**config.mk**
```make
export PLATFORM = sky130hd
export DESIGN_NAME = pwr_guard_ctrl
export DESIGN_NICKNAME = d
export VERILOG_FILES = /design/src/rtl/pwr_guard_pkg.sv /design/src/rtl/flag_filter.sv /design/src/rtl/flag_conditioner.sv /design/src/rtl/seal_latch.sv /design/src/rtl/guard_fsm.sv /design/src/rtl/strobe_gate.sv /design/src/rtl/pwr_guard_ctrl.sv
export SDC_FILE = /design/constraint.sdc
export NUM_CORES = 1
export LEC_CHECK = 0
export ABC_CLOCK_PERIOD_IN_PS = 2200
export CAP_MARGIN = 20
export CORE_ASPECT_RATIO = 0.7
export CORE_MARGIN = 8
export CORE_UTILIZATION = 54
export DETAILED_ROUTE_END_ITERATION = 16
export GPL_ROUTABILITY_DRIVEN = 0
export PLACE_DENSITY = 0.77
export SLEW_MARGIN = 0
export SYNTH_ARGS = -nofsm -noshare
export SYNTH_HDL_FRONTEND = slang
export SYNTH_SLANG_ARGS = --single-unit
```
**constraint.sdc**
```tcl
create_clock -name clk -period 2.2 [get_ports clk]
set_clock_uncertainty 0.15 [all_clocks]
set_input_delay 0.44 -clock clk [delete_from_list [all_inputs] [get_ports clk]]
set_output_delay 0.44 -clock clk [all_outputs]
set_load 0.01 [all_outputs]
```
**src/rtl/pwr_guard_pkg.sv**
```systemverilog
// Shared definitions for the supply-loss guard.
// Assumes flag vectors are indexed with the constants below.
package pwr_guard_pkg;

    // Supervisor states
    typedef enum logic [1:0] {
        ST_SEALED    = 2'd0,
        ST_PROTECTED = 2'd1,
        ST_NORMAL    = 2'd2,
        ST_BATTERY   = 2'd3
    } guard_state_t;

    // Positions of the comparator flags in the packed flag vector
    localparam int FLAG_RUN  = 0;
    localparam int FLAG_WP   = 1;
    localparam int FLAG_SWAP = 2;
    localparam int FLAG_SEAL = 3;
    localparam int NUM_FLAGS = 4;

    // Positions of the host strobes in the packed strobe vector
    localparam int STB_SEL = 0;
    localparam int STB_WR  = 1;
    localparam int STB_RD  = 2;
    localparam int NUM_STB = 3;

endpackage

```
**src/rtl/flag_filter.sv**
```systemverilog
// Two-flop synchroniser followed by a debounce counter for one flag.
// The filtered value follows the synchronised value only after it has
// disagreed for DEB_CYCLES consecutive clocks. Assumes DEB_CYCLES >= 2.
// Filtered output resets low (supply treated as absent).
module flag_filter #(
    parameter int DEB_CYCLES = 16
) (
    input  logic clk,
    input  logic rst_n,
    input  logic raw_i,
    output logic filt_o
);
    localparam int CW = $clog2(DEB_CYCLES + 1);
    localparam logic [CW-1:0] CNT_LAST = CW'(DEB_CYCLES - 1);

    logic          meta_q;
    logic          sync_q;
    logic [CW-1:0] cnt_q;
    logic          filt_q;

    // Bring the asynchronous flag into the clock domain
    always_ff @(posedge clk) begin
        if (!rst_n) begin
            meta_q <= 1'b0;
            sync_q <= 1'b0;
        end else begin
            meta_q <= raw_i;
            sync_q <= meta_q;
        end
    end

    // Count consecutive disagreement and commit after DEB_CYCLES
    always_ff @(posedge clk) begin
        if (!rst_n) begin
            cnt_q  <= '0;
            filt_q <= 1'b0;
        end else if (sync_q == filt_q) begin
            cnt_q  <= '0;
        end else if (cnt_q == CNT_LAST) begin
            cnt_q  <= '0;
            filt_q <= sync_q;
        end else begin
            cnt_q  <= cnt_q + 1'b1;
        end
    end

    assign filt_o = filt_q;


    deb_commit_chk: assert property (@(posedge clk) disable iff (!rst_n)
        (filt_q != $past(filt_q)) |-> ($past(cnt_q) == CNT_LAST));

endmodule

```
**src/rtl/flag_conditioner.sv**
```systemverilog
// Conditions every comparator flag with its own synchroniser and debounce
// filter. Assumes all flags share one debounce length.
module flag_conditioner #(
    parameter int N_FLAGS    = 4,
    parameter int DEB_CYCLES = 16
) (
    input  logic               clk,
    input  logic               rst_n,
    input  logic [N_FLAGS-1:0] raw_i,
    output logic [N_FLAGS-1:0] filt_o
);
    // One filter per flag
    for (genvar g = 0; g < N_FLAGS; g++) begin : g_flag
        flag_filter #(.DEB_CYCLES(DEB_CYCLES)) u_filt (
            .clk    (clk),
            .rst_n  (rst_n),
            .raw_i  (raw_i[g]),
            .filt_o (filt_o[g])
        );
    end
endmodule

```
**src/rtl/seal_latch.sv**
```systemverilog
// One-time arming of the battery path. Set by the first filtered
// first-connection flag, cleared only by reset.
module seal_latch (
    input  logic clk,
    input  logic rst_n,
    input  logic seal_flag_i,
    output logic armed_o
);
    logic armed_q;

    // Sticky set on the first-connection event
    always_ff @(posedge clk) begin
        if (!rst_n) armed_q <= 1'b0;
        else        armed_q <= armed_q | seal_flag_i;
    end

    assign armed_o = armed_q;


    armed_sticky_chk: assert property (@(posedge clk) disable iff (!rst_n)
        armed_q |=> armed_q);

endmodule

```
**src/rtl/guard_fsm.sv**
```systemverilog
// Supervisor state machine. Moves between sealed, protected, normal and
// battery states from the filtered flags. Protection is combinational on
// the registered state and the filtered flags, so it rises in the cycle
// the fall is seen. Assumes flags are already synchronised.
module guard_fsm
    import pwr_guard_pkg::*;
(
    input  logic clk,
    input  logic rst_n,
    input  logic run_ok_i,
    input  logic wp_ok_i,
    input  logic swap_ok_i,
    input  logic armed_i,
    output logic protect_o,
    output logic batt_sel_o
);
    guard_state_t state_q, state_d;

    // Next-state selection
    always_comb begin
        state_d = state_q;
        unique case (state_q)
            ST_SEALED: begin
                if (armed_i) state_d = ST_PROTECTED;
            end
            ST_PROTECTED: begin
                if (!swap_ok_i && armed_i)
                    state_d = ST_BATTERY;
                else if (run_ok_i && wp_ok_i && swap_ok_i)
                    state_d = ST_NORMAL;
            end
            ST_NORMAL: begin
                if (!swap_ok_i && armed_i)
                    state_d = ST_BATTERY;
                else if (!run_ok_i || !wp_ok_i || !swap_ok_i)
                    state_d = ST_PROTECTED;
            end
            ST_BATTERY: begin
                if (swap_ok_i) state_d = ST_PROTECTED;
            end
            default: state_d = ST_SEALED;
        endcase
    end

    // State register
    always_ff @(posedge clk) begin
        if (!rst_n) state_q <= ST_SEALED;
        else        state_q <= state_d;
    end

    // Protection: any non-normal state, or a flag already low this cycle
    assign protect_o  = (state_q != ST_NORMAL) | ~run_ok_i | ~wp_ok_i;
    assign batt_sel_o = (state_q == ST_BATTERY);


    no_batt_unarmed_chk: assert property (@(posedge clk) disable iff (!rst_n)
        !armed_i |-> (state_q != ST_BATTERY));


    batt_entry_chk: assert property (@(posedge clk) disable iff (!rst_n)
        (armed_i && !swap_ok_i && state_q != ST_SEALED) |=> (state_q == ST_BATTERY));


    normal_needs_run_chk: assert property (@(posedge clk) disable iff (!rst_n)
        (state_q != ST_NORMAL) ##1 (state_q == ST_NORMAL) |-> $past(run_ok_i));

endmodule

```
**src/rtl/strobe_gate.sv**
```systemverilog
// Blocks the host access strobes while protection is active. Purely
// combinational so an access in flight is cut off in the same cycle.
module strobe_gate #(
    parameter int N_STB = 3
) (
    input  logic             clk,
    input  logic             rst_n,
    input  logic             block_i,
    input  logic [N_STB-1:0] req_i,
    output logic [N_STB-1:0] gated_o
);
    // Per-strobe AND with the inverted block
    for (genvar g = 0; g < N_STB; g++) begin : g_stb
        assign gated_o[g] = req_i[g] & ~block_i;
    end


    cut_off_chk: assert property (@(posedge clk) disable iff (!rst_n)
        block_i |-> (gated_o == '0));

endmodule

```
**src/rtl/pwr_guard_ctrl.sv**
```systemverilog
// Top of the supply-loss guard. Filters the four comparator flags, keeps
// the one-time battery arming, sequences the supervisor states and gates
// the host strobes. Assumes flags are ordered run > wp > swap in level.
module pwr_guard_ctrl
    import pwr_guard_pkg::*;
#(
    parameter int DEB_CYCLES = 16
) (
    input  logic clk,
    input  logic rst_n,
    input  logic above_run_raw,
    input  logic above_wp_raw,
    input  logic above_swap_raw,
    input  logic above_seal_raw,
    input  logic sel_req,
    input  logic wr_req,
    input  logic rd_req,
    output logic sel_gated,
    output logic wr_gated,
    output logic rd_gated,
    output logic write_protect,
    output logic data_hiz,
    output logic batt_select,
    output logic batt_enabled
);
    logic [NUM_FLAGS-1:0] raw_flags;
    logic [NUM_FLAGS-1:0] ok_flags;
    logic [NUM_STB-1:0]   req_vec;
    logic [NUM_STB-1:0]   gated_vec;
    logic                 armed;
    logic                 protect;
    logic                 batt_sel;

    // Pack the asynchronous flags
    always_comb begin
        raw_flags            = '0;
        raw_flags[FLAG_RUN]  = above_run_raw;
        raw_flags[FLAG_WP]   = above_wp_raw;
        raw_flags[FLAG_SWAP] = above_swap_raw;
        raw_flags[FLAG_SEAL] = above_seal_raw;
    end

    flag_conditioner #(.N_FLAGS(NUM_FLAGS), .DEB_CYCLES(DEB_CYCLES)) u_cond (
        .clk    (clk),
        .rst_n  (rst_n),
        .raw_i  (raw_flags),
        .filt_o (ok_flags)
    );

    seal_latch u_seal (
        .clk         (clk),
        .rst_n       (rst_n),
        .seal_flag_i (ok_flags[FLAG_SEAL]),
        .armed_o     (armed)
    );

    guard_fsm u_fsm (
        .clk        (clk),
        .rst_n      (rst_n),
        .run_ok_i   (ok_flags[FLAG_RUN]),
        .wp_ok_i    (ok_flags[FLAG_WP]),
        .swap_ok_i  (ok_flags[FLAG_SWAP]),
        .armed_i    (armed),
        .protect_o  (protect),
        .batt_sel_o (batt_sel)
    );

    // Pack the host strobes
    always_comb begin
        req_vec          = '0;
        req_vec[STB_SEL] = sel_req;
        req_vec[STB_WR]  = wr_req;
        req_vec[STB_RD]  = rd_req;
    end

    strobe_gate #(.N_STB(NUM_STB)) u_gate (
        .clk     (clk),
        .rst_n   (rst_n),
        .block_i (protect),
        .req_i   (req_vec),
        .gated_o (gated_vec)
    );

    assign sel_gated     = gated_vec[STB_SEL];
    assign wr_gated      = gated_vec[STB_WR];
    assign rd_gated      = gated_vec[STB_RD];
    assign write_protect = protect;
    assign data_hiz      = protect;
    assign batt_select   = batt_sel;
    assign batt_enabled  = armed;


    run_low_protect_chk: assert property (@(posedge clk) disable iff (!rst_n)
        !ok_flags[FLAG_RUN] |-> (write_protect && data_hiz));


    wp_low_protect_chk: assert property (@(posedge clk) disable iff (!rst_n)
        !ok_flags[FLAG_WP] |-> write_protect);


    batt_release_chk: assert property (@(posedge clk) disable iff (!rst_n)
        (batt_select && ok_flags[FLAG_SWAP]) |=> (!batt_select && write_protect));

endmodule

```
Word level (Yosys, flattened, before mapping)
Index checks and enable logic that the tools add are counted.
{"block": "op_classes", "bitwise": 14, "addsub": 4, "n_eq_ne": 16, "reduce_logical": 18, "mux": 7}
{"op": "5-bit by 1-bit adder with 5-bit output (second input constant)", "count": 4}
{"op": "5-bit by 4-bit == test with 1-bit output (second input constant)", "count": 4}
{"op": "2-bit 2-to-1 mux", "count": 6}
{"op": "3-bit OR reduction", "count": 4}
{"op": "1-bit NOT", "count": 8}
{"op": "2-bit case mux with 4 select lines", "count": 1}
{"op": "2-bit AND reduction", "count": 4}
{"op": "3-bit by 1-bit inequality test with 1-bit output (second input constant)", "count": 2}
{"op": "1-bit == test", "count": 4}
{"op": "2-bit == test (second input constant)", "count": 2}
{"op": "2-bit inequality test (second input constant)", "count": 2}
{"op": "4-bit AND reduction", "count": 1}
{"op": "1-bit bitwise AND", "count": 3}
{"op": "1-bit logical AND", "count": 3}
{"op": "1-bit zero test", "count": 3}
{"op": "1-bit bitwise OR", "count": 3}
{"op": "2-bit by 1-bit == test with 1-bit output (second input constant)", "count": 1}
{"op": "2-bit zero test", "count": 1}
{"op": "1-bit logical OR", "count": 2}
{"op": "2-bit by 1-bit inequality test with 1-bit output (second input constant)", "count": 1}
{"block": "word_totals", "output_inout_bits": 7, "input_bits": 9, "register_bits": 35, "elab_cells": 77}

Logic depth before layout (Yosys ltp)
{"block": "depth", "ltp_word": 6, "mapped_depth": 6, "ltp_nobuf": 6}

Cells and area by module
Synthesis repeated with hierarchy kept, for this count alone.
{"block": "unflattened", "cells_unflattened": 140, "area_unflattened_um2": 1422.6}
{"mod": "flag_filter", "cells_per_inst": 27, "seq_area_each_um2": 160.2, "n_inst": 4, "area_each_um2": 289.0}
{"mod": "guard_fsm", "cells_per_inst": 26, "seq_area_each_um2": 40.0, "n_inst": 1, "area_each_um2": 212.7}
{"mod": "seal_latch", "cells_per_inst": 2, "seq_area_each_um2": 20.0, "n_inst": 1, "area_each_um2": 27.5}
{"mod": "strobe_gate", "cells_per_inst": 3, "seq_area_each_um2": 0.0, "n_inst": 1, "area_each_um2": 18.8}
{"mod": "pwr_guard_ctrl", "cells_per_inst": 1, "seq_area_each_um2": 0.0, "n_inst": 1, "area_each_um2": 7.5}

Worst setup path before layout
No wires, ideal clock.
{"block": "synth_path", "path_kind": "register to register", "start": "register u_fsm.state_q[0]", "end": "register u_fsm.state_q[0]", "t_required_ns": 1.928, "setup_time_ns": 0.122, "arrival_ns": 1.447, "slack_ns": 0.482, "stages_incl_launch_ff": 6, "synth_period_minus_slack_ns": 1.718, "path_buffers": 0, "cell_sequence": "dfxtp_1 -> inv_1 -> ha_1 -> and3_4 -> a221o_1 -> o311a_1"}
{"block": "synth_via", "elab_chain_cells": 3, "elab_cells_between_ends": 10, "cone_classes": "eq/ne (7); mux (1); reduce/logical (2)"}
{"item": "from (decl)", "line_no": "guard_fsm.sv:17", "source": "guard_state_t state_q, state_d;"}
{"item": "from (signal assigned)", "line_no": "guard_fsm.sv:48", "source": "else state_q <= state_d;"}
{"item": "2-bit == test (tied with other cells)", "line_no": "guard_fsm.sv:22", "source": "unique case (state_q)"}
{"item": "3-bit by 1-bit inequality test with 1-bit output (no source line) (tied with other cells)"}
{"item": "4-bit AND reduction (no source line)"}
Parallel ways exist; a longest one is shown, timed or not.
A chain may end at the register's enable or synchronous reset.

Worst setup path after layout
{"block": "layout_path", "start": "register u_fsm.state_q[0]", "end": "output port sel_gated"}
{"block": "layout_via", "elab_chain_cells": 5}
{"item": "2-bit inequality test", "line_no": "guard_fsm.sv:52", "source": "assign protect_o = (state_q != ST_NORMAL) | ~run_ok_i | ~wp_ok_i;"}
{"item": "1-bit bitwise OR (2 in series)", "line_no": "guard_fsm.sv:52"}
{"item": "1-bit NOT", "line_no": "strobe_gate.sv:14", "source": "assign gated_o[g] = req_i[g] & ~block_i;"}
{"item": "1-bit bitwise AND", "line_no": "strobe_gate.sv:14"}
{"item": "to (decl)", "line_no": "pwr_guard_ctrl.sv:18", "source": "output logic sel_gated,"}
Every way passes these cells.

==> run_results.csv <==
group,metric,value,unit
die,core_area,2477,um^2
die,dieWidth,77.13,um
cts,insertion_delay,280,ps
routing,detail_route.iter0.violations,39,
cts,clock_tree.buffer_depth,2,
logic_synthesis,netlist_instances,141,
routing,ant_nets,0,
cts,cts.htree.levels,2,
routing,post-route-drc-count,0,
timing,setup_viol_count_final,0,
die,start_util,0.5702,
die,ioPinCount,16,
setup_path,worst-setup-path-type,"reg -> out",
timing,timing.final.hold_violations,0,
grt,gr-total-overflow,0,
logic_synthesis,synth_seq_cells,35,
routing,route.vias.total,954,
setup_path,critical_path.max_stage_delay,340,ps
power_and_ir_drop,pwr-share-comb,0.061,
logic_synthesis,mappedNetlistArea,1413,um^2
setup_path,cp_top_family,"simple AND/OR/NAND/NOR gates",
final_layout,synthToLayoutAreaGrowth,19.04,%
timing,fmax,466.6,MHz
grt,number_of_global_route_vias_before_repair,935,
power_and_ir_drop,p_leak,0.0006864,uW
logic_synthesis,synth_seq_area_share,0.4960,
setup_path,crit_path_cell_trace,"inv_1 -> ha_1 -> and3_4 -> and2_2 -> dlygate4sd2_1",
setup_path,critical_path.max_fanout,5,
routing,drt_pass1_iterations,4,
final_layout,fin_nets,183,
setup_path,critPathRequiredTime,1610,ps
placed_design,portBuffers,15,
timing,timing.final.max_slew_violations,0,
cts,clockRootBuffer,"sky130_fd_sc_hd__clkbuf_8",
setup_path,worst_ep_arrival_time,1550,ps
final_layout,layout_common_cells,"sky130_fd_sc_hd__dfxtp_1 (34), sky130_fd_sc_hd__nor2_1 (21), sky130_fd_sc_hd__inv_1 (14), sky130_fd_sc_hd__ha_1 (12), sky130_fd_sc_hd__clkdlybuf4s50_1 (10)",
final_layout,leading_cell_type_in_the_layout_fill_and_taps_excluded,"sky130_fd_sc_hd__dfxtp_1",
grt,grtUsageTotal,0.1118,
timing,relative_slew_slack,0.8456,
die,die_area,4534,um^2
final_layout,final_layout_size_suffix_gt1_frac,0.07975,
grt,grt_pass1_wl,4.008,mm
power_and_ir_drop,power.internal,905.8,uW
timing,finalCriticalPeriod,2143,ps
grt,maximum_number_of_pins_on_one_net_before_global_route_repair,21,
cts,worst_setup_hold_path_clk_slew,60,ps
setup_path,endpoint_kind,"primary output",
routing,route.detailed.vias_per_inst,4.843,
status,status,"finished clean",
die,core.rowCount,15,
final_layout,antennaDiodeCount,0,
timing,max_slew.worst_pin.slew,231.2,ps
die,die_h,58.79,um
power_and_ir_drop,p_switching,247.7,uW
power_and_ir_drop,sw_frac_of_total,0.2148,
routing,wire_length_after_detailed_routing,2.327,mm
logic_synthesis,synth.yosys.warnings,0,
hold_path,worstHoldPathType,"reg -> reg",
final_layout,layoutNonFillerInstCount,197,
logic_synthesis,synth_area_per_cell,10.02,um^2
logic_synthesis,synthDistinctLibCells,23,
cts,cts_tree,"yes",
power_and_ir_drop,p_clk_frac,0.373,
power_and_ir_drop,powerDensity,686.0,nW/um^2
power_and_ir_drop,power.sequential.fraction,0.566,
placed_design,dp_slack,46.71,ps
power_and_ir_drop,peakVddDrop,0.4770,mV
logic_synthesis,synth_area_leaders,"sky130_fd_sc_hd__dfxtp_1 (50%), sky130_fd_sc_hd__ha_1 (11%), sky130_fd_sc_hd__nor2_1 (5.6%), sky130_fd_sc_hd__xor2_1 (5.0%), sky130_fd_sc_hd__inv_1 (3.7%)",
grt,grt_antenna_before_repair,0,
setup_path,setup.worst_path.start_class,"flop",
timing,setup_ws,56.94,ps
logic_synthesis,synth_top_area_frac,0.4960,
cts,cts_made_buffers,5,
logic_synthesis,syn_nets,162,
setup_path,critical-path-slowest-cell,"sky130_fd_sc_hd__dfxtp_2",
routing,route.detailed.wl_per_inst,11.81,um
run,maxcap_violations,0,
setup_path,critPathBufInv,2,
timing,period_share,0.9741,
cts,tritoncts_num_sinks,35,
placed_design,place.detailed.instances,188,
logic_synthesis,synth.largest_area_cell,"sky130_fd_sc_hd__dfxtp_1",
placed_design,hpwlAfterDp,1.658,mm
cells in the mapped netlist:
| library cell | n |
|---|---|
| sky130_fd_sc_hd__a221o_1 | 1 |
| sky130_fd_sc_hd__and2_1 | 8 |
| sky130_fd_sc_hd__and2_2 | 3 |
| sky130_fd_sc_hd__and3_1 | 5 |
| sky130_fd_sc_hd__and3_4 | 1 |
| sky130_fd_sc_hd__buf_4 | 1 |
| sky130_fd_sc_hd__clkbuf_1 | 2 |
| sky130_fd_sc_hd__dfxtp_1 | 35 |
| sky130_fd_sc_hd__ha_1 | 12 |
| sky130_fd_sc_hd__inv_1 | 14 |
| sky130_fd_sc_hd__mux2i_1 | 4 |
| sky130_fd_sc_hd__nand2b_1 | 1 |
| sky130_fd_sc_hd__nand3_1 | 5 |
| sky130_fd_sc_hd__nand3b_1 | 4 |
| sky130_fd_sc_hd__nor2_1 | 21 |
| sky130_fd_sc_hd__nor2b_1 | 5 |
| sky130_fd_sc_hd__o211ai_1 | 3 |
| sky130_fd_sc_hd__o21a_1 | 1 |
| sky130_fd_sc_hd__o21ai_1 | 1 |
| sky130_fd_sc_hd__o311a_1 | 1 |
| sky130_fd_sc_hd__o31ai_1 | 1 |
| sky130_fd_sc_hd__xnor2_1 | 4 |
| sky130_fd_sc_hd__xor2_1 | 8 |
state kept, by name (all words and copies together) (netlist names):
name,count
u_fsm.state_q,2
u_cond.g_flag.u_filt.cnt_q,20
u_seal.armed_o,1
u_cond.g_flag.u_filt.meta_q,4
u_cond.g_flag.u_filt.filt_o,4
u_cond.g_flag.u_filt.sync_q,4
repair_timing:
| item | in CTS | in global routing |
|---|---|---|
| endpoints found under the setup margin | 5 | 3 |
| resized for setup | 6 | 0 |
| hold buffers | 0 | 0 |
| cloned | 0 | 0 |
| setup buffers | 0 | 1 |
final timing paths:
| check | startpoint | slack (ps) | to | cells after the start |
|---|---|---|---|---|
| worst min-delay path | u_cond.g_flag[1].u_filt.meta_q | 280 | u_cond.g_flag[1].u_filt.sync_q | 1 |
| worst max register to register | u_fsm.state_q[0] | 390 | u_fsm.state_q[0] | 5 |
| worst max-delay path | u_fsm.state_q[0] | 60 | sel_gated | 5 |
| worst min register to register | u_cond.g_flag[1].u_filt.meta_q | 280 | u_cond.g_flag[1].u_filt.sync_q | 1 |
per-layer routing:
metal,vias up,share of wire,GRT usage
met1,440,0.49,0.1189
met3,2,0.040,0.06383
met2,16,0.46,0.1830
met5,-,0,0
met4,0,0.0069,0.04011
li1,496,-,-
power by group through the flow:
| stage | sequential (uW) | clock [uW] | combinational (uW) |
|---|---|---|---|
| 6_report | 653 | 431 | 70.0 |
| 2_1_floorplan | 665 | 0 | 39.8 |
| 3_5_place_dp | 667 | 0 | 63.0 |
| 3_3_place_gp | 666 | 0 | 60.6 |
| 4_1_cts | 653 | 445 | 63.6 |
| 5_1_grt | 653 | 467 | 79.4 |
worst reg2reg max path: cells and delay by family, from the launching register on:
| family | cells | cell delay, ps |
|---|---|---|
| AOI/OAI and AO/OA | 2 | 740 |
| adders and majority gates | 1 | 210 |
| buffers and inverters | 1 | 70 |
| DFF | 1 | 340 |
| and+or+nand+nor | 1 | 200 |
logic make-up (layout without fill, tap and decap cells):
logic type | count (synthesis) | in the layout | share of synthesized area
AO/OA/AOI/OAI | 8 | 8 | 0.04429
AND/OR/NAND/NOR | 53 | 53 | 0.2028
XOR/XNOR | 12 | 12 | 0.07440
buffers and inverters | 17 | 39 | 0.04783
adder cells (fa/ha/maj) | 12 | 12 | 0.1063
multiplexers | 4 | 4 | 0.02834
flip-flops | 35 | 35 | 0.4960
layout make-up:
cell class	count	area, um^2
clock buffers	7	76.32
clock inverters	1	5.005
fillers	196	795.8
inverters	14	52.55
multi-input cells	89	644.4
flip-flops and latches	35	701.9
well taps	34	42.54
repair buffers	17	158.9
metrics by stage:
stage / util / area (um^2) / hold slack, ps / total power (uW) / setup TNS (ps)
5_1_grt: 0.6788 / 1682 / 286.3 / 1200 / -0.3703
6_report: 0.6788 / 1682 / 280.6 / 1154 / 0
3_5_place_dp: 0.6449 / 1598 / 271.9 / 729.9 / 0
4_1_cts: 0.6758 / 1674 / 277.0 / 1162 / 0
2_1_floorplan: - / 1413 / 261.9 / 705.0 / 0
3_3_place_gp: 0.6449 / 1598 / 271.9 / 726.9 / 0
No activity file was read; power rests on OpenSTA's default activity.
